<file path="src/rtl/irq_steer_pkg.sv">
// Package: shared constants and types for the steering interrupt controller.
// Assumes byte offsets on a word-wide bus; all register offsets are word aligned.
package irq_steer_pkg;

    localparam int NSRC_DEF  = 32;
    localparam int ADDR_DEF  = 6;

    // register byte offsets (decoded by software, so fixed)
    localparam logic [7:0] OFF_IRQ_VIEW = 8'h00;
    localparam logic [7:0] OFF_ENABLE   = 8'h04;
    localparam logic [7:0] OFF_STEER    = 8'h08;
    localparam logic [7:0] OFF_CTRL     = 8'h0C;
    localparam logic [7:0] OFF_FIQ_VIEW = 8'h10;
    localparam logic [7:0] OFF_RAW      = 8'h20;

    // fixed system source positions
    localparam int SRC_RTC_ALARM  = 31;
    localparam int SRC_RTC_TICK   = 30;
    localparam int SRC_TMR_MATCH0 = 26;
    localparam int SRC_UART       = 17;

    typedef enum logic [2:0] {
        RSEL_NONE,
        RSEL_IRQ_VIEW,
        RSEL_ENABLE,
        RSEL_STEER,
        RSEL_CTRL,
        RSEL_FIQ_VIEW,
        RSEL_RAW
    } reg_sel_e;

endpackage

</file>
<file path="src/rtl/irq_bus_decode.sv">
// Module: irq_bus_decode
// Maps a byte offset onto a register selector. Offsets outside the map and
// misaligned offsets select nothing. Purely combinational.
module irq_bus_decode
    import irq_steer_pkg::*;
#(
    parameter int ADDR_W = ADDR_DEF
) (
    input  logic [ADDR_W-1:0] addr,
    output reg_sel_e          sel
);

    // Purpose: full-width compare of the offset against each mapped register.
    always_comb begin
        if      (addr == ADDR_W'(OFF_IRQ_VIEW)) sel = RSEL_IRQ_VIEW;
        else if (addr == ADDR_W'(OFF_ENABLE))   sel = RSEL_ENABLE;
        else if (addr == ADDR_W'(OFF_STEER))    sel = RSEL_STEER;
        else if (addr == ADDR_W'(OFF_CTRL))     sel = RSEL_CTRL;
        else if (addr == ADDR_W'(OFF_FIQ_VIEW)) sel = RSEL_FIQ_VIEW;
        else if (addr == ADDR_W'(OFF_RAW))      sel = RSEL_RAW;
        else                                    sel = RSEL_NONE;
    end

endmodule

</file>
<file path="src/rtl/irq_src_sample.sv">
// Module: irq_src_sample
// Captures the level source vector into the raw pending register on every
// clock. Assumes sources are already synchronous to clk.
module irq_src_sample #(
    parameter int NSRC = 32
) (
    input  logic            clk,
    input  logic            rst_n,
    input  logic [NSRC-1:0] src_i,
    output logic [NSRC-1:0] pend_q
);

    // Purpose: reload raw pending from the sources each cycle, clear on reset.
    always_ff @(posedge clk) begin
        if (!rst_n) pend_q <= '0;
        else        pend_q <= src_i;
    end

endmodule

</file>
<file path="src/rtl/irq_cfg_regs.sv">
// Module: irq_cfg_regs
// Holds the enable, steering and control words. Exposes both the stored
// values and the values they take at the coming edge (next-state), so the
// output stage can register the requests without an extra cycle of lag.
// Assumes at most one write strobe is active per cycle.
module irq_cfg_regs #(
    parameter int NSRC   = 32,
    parameter int CTRL_W = 32
) (
    input  logic              clk,
    input  logic              rst_n,
    input  logic              wr_enable,
    input  logic              wr_steer,
    input  logic              wr_ctrl,
    input  logic [NSRC-1:0]   wdata,
    output logic [NSRC-1:0]   enable_q,
    output logic [NSRC-1:0]   steer_q,
    output logic [CTRL_W-1:0] ctrl_q,
    output logic [NSRC-1:0]   enable_d,
    output logic [NSRC-1:0]   steer_d
);

    // Purpose: next-state selection for the two routing words.
    always_comb begin
        enable_d = wr_enable ? wdata : enable_q;
        steer_d  = wr_steer  ? wdata : steer_q;
    end

    // Purpose: store the routing words, clear on reset.
    always_ff @(posedge clk) begin
        if (!rst_n) begin
            enable_q <= '0;
            steer_q  <= '0;
        end else begin
            enable_q <= enable_d;
            steer_q  <= steer_d;
        end
    end

    // Purpose: store the control word, clear on reset.
    always_ff @(posedge clk) begin
        if (!rst_n)       ctrl_q <= '0;
        else if (wr_ctrl) ctrl_q <= wdata[CTRL_W-1:0];
    end

    AST_ENABLE_HOLD: assert property (@(posedge clk) disable iff (!rst_n)
        !wr_enable |=> $stable(enable_q));
    AST_STEER_HOLD: assert property (@(posedge clk) disable iff (!rst_n)
        !wr_steer |=> $stable(steer_q));

endmodule

</file>
<file path="src/rtl/irq_route_out.sv">
// Module: irq_route_out
// Forms the normal and fast routed views from stored state (read views), and
// registers the two request lines from next-state values so that they track
// the views with no extra cycle.
module irq_route_out #(
    parameter int NSRC = 32
) (
    input  logic            clk,
    input  logic            rst_n,
    input  logic [NSRC-1:0] pend_q,
    input  logic [NSRC-1:0] enable_q,
    input  logic [NSRC-1:0] steer_q,
    input  logic [NSRC-1:0] pend_d,
    input  logic [NSRC-1:0] enable_d,
    input  logic [NSRC-1:0] steer_d,
    output logic [NSRC-1:0] irq_view,
    output logic [NSRC-1:0] fiq_view,
    output logic            irq_o,
    output logic            fiq_o
);

    logic [NSRC-1:0] live_d;

    // Purpose: routed views derived at read time from stored state.
    always_comb begin
        irq_view = enable_q & pend_q & ~steer_q;
        fiq_view = enable_q & pend_q &  steer_q;
        live_d   = enable_d & pend_d;
    end

    // Purpose: register the request lines from the coming-edge values.
    always_ff @(posedge clk) begin
        if (!rst_n) begin
            irq_o <= 1'b0;
            fiq_o <= 1'b0;
        end else begin
            irq_o <= |(live_d & ~steer_d);
            fiq_o <= |(live_d &  steer_d);
        end
    end

    AST_IRQ_TRACKS_VIEW: assert property (@(posedge clk) disable iff (!rst_n)
        irq_o == (|irq_view));
    AST_FIQ_TRACKS_VIEW: assert property (@(posedge clk) disable iff (!rst_n)
        fiq_o == (|fiq_view));

endmodule

</file>
<file path="src/rtl/irq_steer_ctrl.sv">
// Module: irq_steer_ctrl (top)
// Steering interrupt controller: samples level sources, gates them with an
// enable word and steers each bit to the normal or fast request line.
// Assumes a single-cycle register bus; read data is combinational.
module irq_steer_ctrl
    import irq_steer_pkg::*;
#(
    parameter int NSRC   = NSRC_DEF,
    parameter int ADDR_W = ADDR_DEF,
    parameter int CTRL_W = NSRC_DEF
) (
    input  logic              clk,
    input  logic              rst_n,
    input  logic [NSRC-1:0]   src_i,
    input  logic              bus_sel,
    input  logic              bus_we,
    input  logic [ADDR_W-1:0] bus_addr,
    input  logic [NSRC-1:0]   bus_wdata,
    output logic [NSRC-1:0]   bus_rdata,
    output logic              irq_o,
    output logic              fiq_o
);

    reg_sel_e          sel;
    logic              wr_go;
    logic              rd_go;
    logic [NSRC-1:0]   pend_q;
    logic [NSRC-1:0]   enable_q;
    logic [NSRC-1:0]   steer_q;
    logic [NSRC-1:0]   enable_d;
    logic [NSRC-1:0]   steer_d;
    logic [CTRL_W-1:0] ctrl_q;
    logic [NSRC-1:0]   ctrl_rd;
    logic [NSRC-1:0]   irq_view;
    logic [NSRC-1:0]   fiq_view;

    irq_bus_decode #(.ADDR_W(ADDR_W)) u_dec (
        .addr (bus_addr),
        .sel  (sel)
    );

    // Purpose: qualify bus strobes.
    always_comb begin
        wr_go = bus_sel &  bus_we;
        rd_go = bus_sel & ~bus_we;
    end

    irq_src_sample #(.NSRC(NSRC)) u_sample (
        .clk    (clk),
        .rst_n  (rst_n),
        .src_i  (src_i),
        .pend_q (pend_q)
    );

    irq_cfg_regs #(.NSRC(NSRC), .CTRL_W(CTRL_W)) u_cfg (
        .clk       (clk),
        .rst_n     (rst_n),
        .wr_enable (wr_go && sel == RSEL_ENABLE),
        .wr_steer  (wr_go && sel == RSEL_STEER),
        .wr_ctrl   (wr_go && sel == RSEL_CTRL),
        .wdata     (bus_wdata),
        .enable_q  (enable_q),
        .steer_q   (steer_q),
        .ctrl_q    (ctrl_q),
        .enable_d  (enable_d),
        .steer_d   (steer_d)
    );

    irq_route_out #(.NSRC(NSRC)) u_route (
        .clk      (clk),
        .rst_n    (rst_n),
        .pend_q   (pend_q),
        .enable_q (enable_q),
        .steer_q  (steer_q),
        .pend_d   (src_i),
        .enable_d (enable_d),
        .steer_d  (steer_d),
        .irq_view (irq_view),
        .fiq_view (fiq_view),
        .irq_o    (irq_o),
        .fiq_o    (fiq_o)
    );

    // Purpose: widen the control word to the bus width.
    always_comb begin
        ctrl_rd = '0;
        ctrl_rd[CTRL_W-1:0] = ctrl_q;
    end

    // Purpose: read-data multiplexer, zero when no read is selected.
    always_comb begin
        bus_rdata = '0;
        if (rd_go) begin
            case (sel)
                RSEL_IRQ_VIEW: bus_rdata = irq_view;
                RSEL_ENABLE:   bus_rdata = enable_q;
                RSEL_STEER:    bus_rdata = steer_q;
                RSEL_CTRL:     bus_rdata = ctrl_rd;
                RSEL_FIQ_VIEW: bus_rdata = fiq_view;
                RSEL_RAW:      bus_rdata = pend_q;
                default:       bus_rdata = '0;
            endcase
        end
    end

    AST_VIEW_WRITE_INERT: assert property (@(posedge clk) disable iff (!rst_n)
        wr_go && (sel == RSEL_IRQ_VIEW || sel == RSEL_FIQ_VIEW || sel == RSEL_RAW)
        |=> $stable(enable_q) && $stable(steer_q) && $stable(ctrl_q));
    AST_UNMAPPED_WRITE_INERT: assert property (@(posedge clk) disable iff (!rst_n)
        wr_go && sel == RSEL_NONE
        |=> $stable(enable_q) && $stable(steer_q) && $stable(ctrl_q));
    AST_IDLE_RDATA_ZERO: assert property (@(posedge clk) disable iff (!rst_n)
        !rd_go |-> bus_rdata == '0);

endmodule

</file>
<file path="config.mk">
export PLATFORM = sky130hd
export DESIGN_NAME = irq_steer_ctrl
export DESIGN_NICKNAME = d
export VERILOG_FILES = /design/src/rtl/irq_steer_pkg.sv /design/src/rtl/irq_bus_decode.sv /design/src/rtl/irq_src_sample.sv /design/src/rtl/irq_cfg_regs.sv /design/src/rtl/irq_route_out.sv /design/src/rtl/irq_steer_ctrl.sv
export SDC_FILE = /design/constraint.sdc
export NUM_CORES = 1
export LEC_CHECK = 0
export ABC_AREA = 1
export ABC_CLOCK_PERIOD_IN_PS = 3000
export BUFFER_PORTS_ARGS = -buffer_cell sky130_fd_sc_hd__buf_2
export CORE_UTILIZATION = 45
export DETAILED_ROUTE_END_ITERATION = 8
export HOLD_SLACK_MARGIN = 0.05
export PLACE_DENSITY = 0.68
export SLEW_MARGIN = 20
export SYNTH_ARGS = -nofsm -noshare
export SYNTH_HDL_FRONTEND = slang
export SYNTH_HIERARCHICAL = 1
export SYNTH_SLANG_ARGS = --single-unit
</file>
<file path="constraint.sdc">
create_clock -name clk -period 3 [get_ports clk]
set_input_delay 0.15 -clock clk [delete_from_list [all_inputs] [get_ports clk]]
set_output_delay 0.15 -clock clk [all_outputs]
set_load 0.01 [all_outputs]
</file>
==> run summary <==
status = complete, no violations
Hold Crit Class = primary input to register
CP Capture Type = primary output
Vias = 9,533
Post-Syn Instances = 1,525
Total Routing Usage GR = 24.79%
fin area = 10,700 um^2
post-DP HPWL = 16,820 um
Pwr Density = 394.5 nW/um^2
gpl congestion = 0.8184
DRT antenna net count = 0
ys flop type = dfxtp_1
crit path to = bus_rdata[0]
startpoint types = primary input
unrepaired setup endpoints after global routing = no
Ys Warns = 6
Final nets = 1,679
max-cap viol count = 0
r2r endpoint = u_route/fiq_o
Crit path buffers/inverters = 4
routed length per instance = 13.94 um
worst path arrival time = 2600 ps
max-slew violations = 0
Worst Path Required = 2850 ps
Final Non-Filler Cells = 1,888
Core Box Area = 20,360 um^2
clk sinks = 130
GR Overflow Total = 0
setup_tns = 0 ps
worst vdd ir = 0.4171 mV
largest fanout on the critical path = 64
CTS tree = built
Top delay family on crit path = buffers and inverters
fillers = 2,102
synthesized cell area = 9427 um^2
Worst Setup SP = bus_addr[2]
FFs w/ async S/R, synth = 0%
Starting Density = 46.29%
Reg2Reg Launch Point = u_cfg/enable_q[28]
final-report hold violation count = 0
register area share after synthesis = 27.61%
worst r2r path cells = 10
chip width = 146.7 um
crit path time final = 2751 ps
initial DRC count = 812
Clock Tree Buf Depth = 2
Cell Rows = 52
Worst Skew = 6.891 ps
share of layout cells above drive strength 1 = 23.73%
Max transition margin = 26.32%
CP Depth = 11
reg2reg setup slack = 1460 ps
vias in the first global route = 8,707
Area Overhead vs Synth = 13.53%
Yosys reg bits = 130
period utilisation layout = 91.72%
DIE AREA = 21,530 um^2
placed cells = 1,824
Area after DPL = 9799 um^2
initial antenna violation count = 0
Ports = 108
Post-synth EDFFs = 0
CTS Root Buffer Type = clkbuf_16
Synth cell types = 25
# setup viols final = 0
Hold Worst Slack = 75.55 ps
cts bufs inserted = 17
H-tree depth = 4
first-pass GRT wire length = 43,100 um
I/O Buffers = 107
Via density = 5.049
Syn Nets = 1,599
Syn Area/Cell = 6.181 um^2
CP Cell Sequence = buf_2, nor2_2, nand3_1, nand3_4, buf_4, buf_4, nand3_1, nand2_1, nor2_1, a21oi_1, buf_2
total wire length = 26,330 um
most common cell after layout, fill and taps aside = nand2_1
Clk Latency, worst-skew pair = 410 ps
die height = 146.7 um
Critical-path top delay cell = buf_4
largest net degree at the start of global routing = 66
Reg clk slew, reported paths = 60 ps
CP max stage delay = 600 ps
Worst Setup Path Type = primary input to primary output
most frequent cells in the layout = 340 x nand2_1, 281 x inv_1, 187 x nor2_1
achievable frequency = 0.3634 GHz
number of antenna diodes = 0
Hold Path Stages = 5
Pre-Repair DR Iteration Count = 5
actual slew at the worst max-slew pin = 1105 ps
number of remaining DRC errors = 0
Leak Pwr = 0.005508 uW
-- metal layers --
layer | GRT usage [%] | wire (um) | up-vias
met5 | 0 | 0 | -
met4 | 7.396 | 447 | 0
met3 | 3.323 | 1419 | 33
met2 | 41.54 | 12320 | 305
met1 | 33.02 | 12140 | 4335
li1 | - | - | 4860
-- what timing repair did --
action | 4_1_cts | 5_1_grt
hold buffers | 32 | 0
resized for setup | 0 | 0
hold endpoints to repair | 32 | 0
setup buffers | 0 | 0
-- metrics by stage --
stage | util, % | total power (uW) | setup slack (ps)
CTS | 52.55 | 4248 | 308.2
global placement | 48.12 | 2156 | 270.4
global route | 52.55 | 4358 | 43.30
detailed placement | 48.12 | 2158 | 262.4
floorplan | - | 2045 | 782.6
finish | 52.55 | 4222 | 248.5
-- report_power, final --
group          leakage [uW]  switching [uW]  internal [uW]
clock network      0.000293             781           1280
registers           0.00106            22.9           1760
logic               0.00416             252            119
-- how the worst min path moves through the flow --
| stage | start | endpoint | slack, ps |
|---|---|---|---|
| final | bus_wdata[10] | u_cfg/ctrl_q[10] | 80 |
| after global routing | bus_wdata[4] | u_cfg/ctrl_q[4] | 100 |
| after CTS | bus_wdata[10] | u_cfg/ctrl_q[10] | 60 |
| after detailed placement | src_i[30] | u_sample/pend_q[30] | 370 |
| after global placement | src_i[25] | u_sample/pend_q[25] | 360 |
| after floorplan | rst_n | u_sample/pend_q[29] | 240 |
-- kinds of logic after synthesis --
family	after synthesis	synth area share [%]
buffers and inverters	384	19.50
AOI/OAI and AO/OA	40	3.318
DFF	130	27.61
and+or+nand+nor	971	49.58
-- worst min-delay path, delay by kind of cell --
kind	cells	cell delay, ps
and+or+nand+nor	3	170
buffers and inverters	2	130
-- flip-flops by register name, indices dropped and copies added, names as in the netlist --
register and cells:
u_sample/pend_q 32, u_cfg/steer_q 32, u_route/irq_o 1, u_cfg/enable_q 32
u_cfg/ctrl_q 32, u_route/fiq_o 1
-- Yosys cell counts (5+ instances only) --
master | number | area [um^2]
nand3_1 | 86 | 430.4
nand4_1 | 160 | 1001
nand3b_1 | 8 | 60.06
buf_2 | 40 | 200.2
buf_6 | 33 | 371.6
nand2_1 | 342 | 1284
nor2_1 | 187 | 701.9
dfxtp_1 | 130 | 2603
buf_4 | 20 | 150.1
nand2_2 | 120 | 750.7
inv_1 | 281 | 1055
o21ai_1 | 5 | 25.02
a21oi_2 | 29 | 254.0
inv_4 | 5 | 31.28
nor2_2 | 62 | 387.9
a21oi_1 | 5 | 25.02
-- cell type report --
| cell class | count | area [um^2] | share of cell area (%) |
|---|---|---|---|
| inverters | 287 | 1090 | 10.18 |
| well taps | 270 | 337.8 | 3.157 |
| multi-input cells | 1011 | 5041 | 47.11 |
| flip-flops and latches | 130 | 2603 | 24.32 |
| clock inverters | 10 | 107.6 | 1.005 |
| clock buffers | 22 | 474.2 | 4.431 |
| repair buffers | 158 | 1049 | 9.798 |
Power figures use the tool's default switching activity.
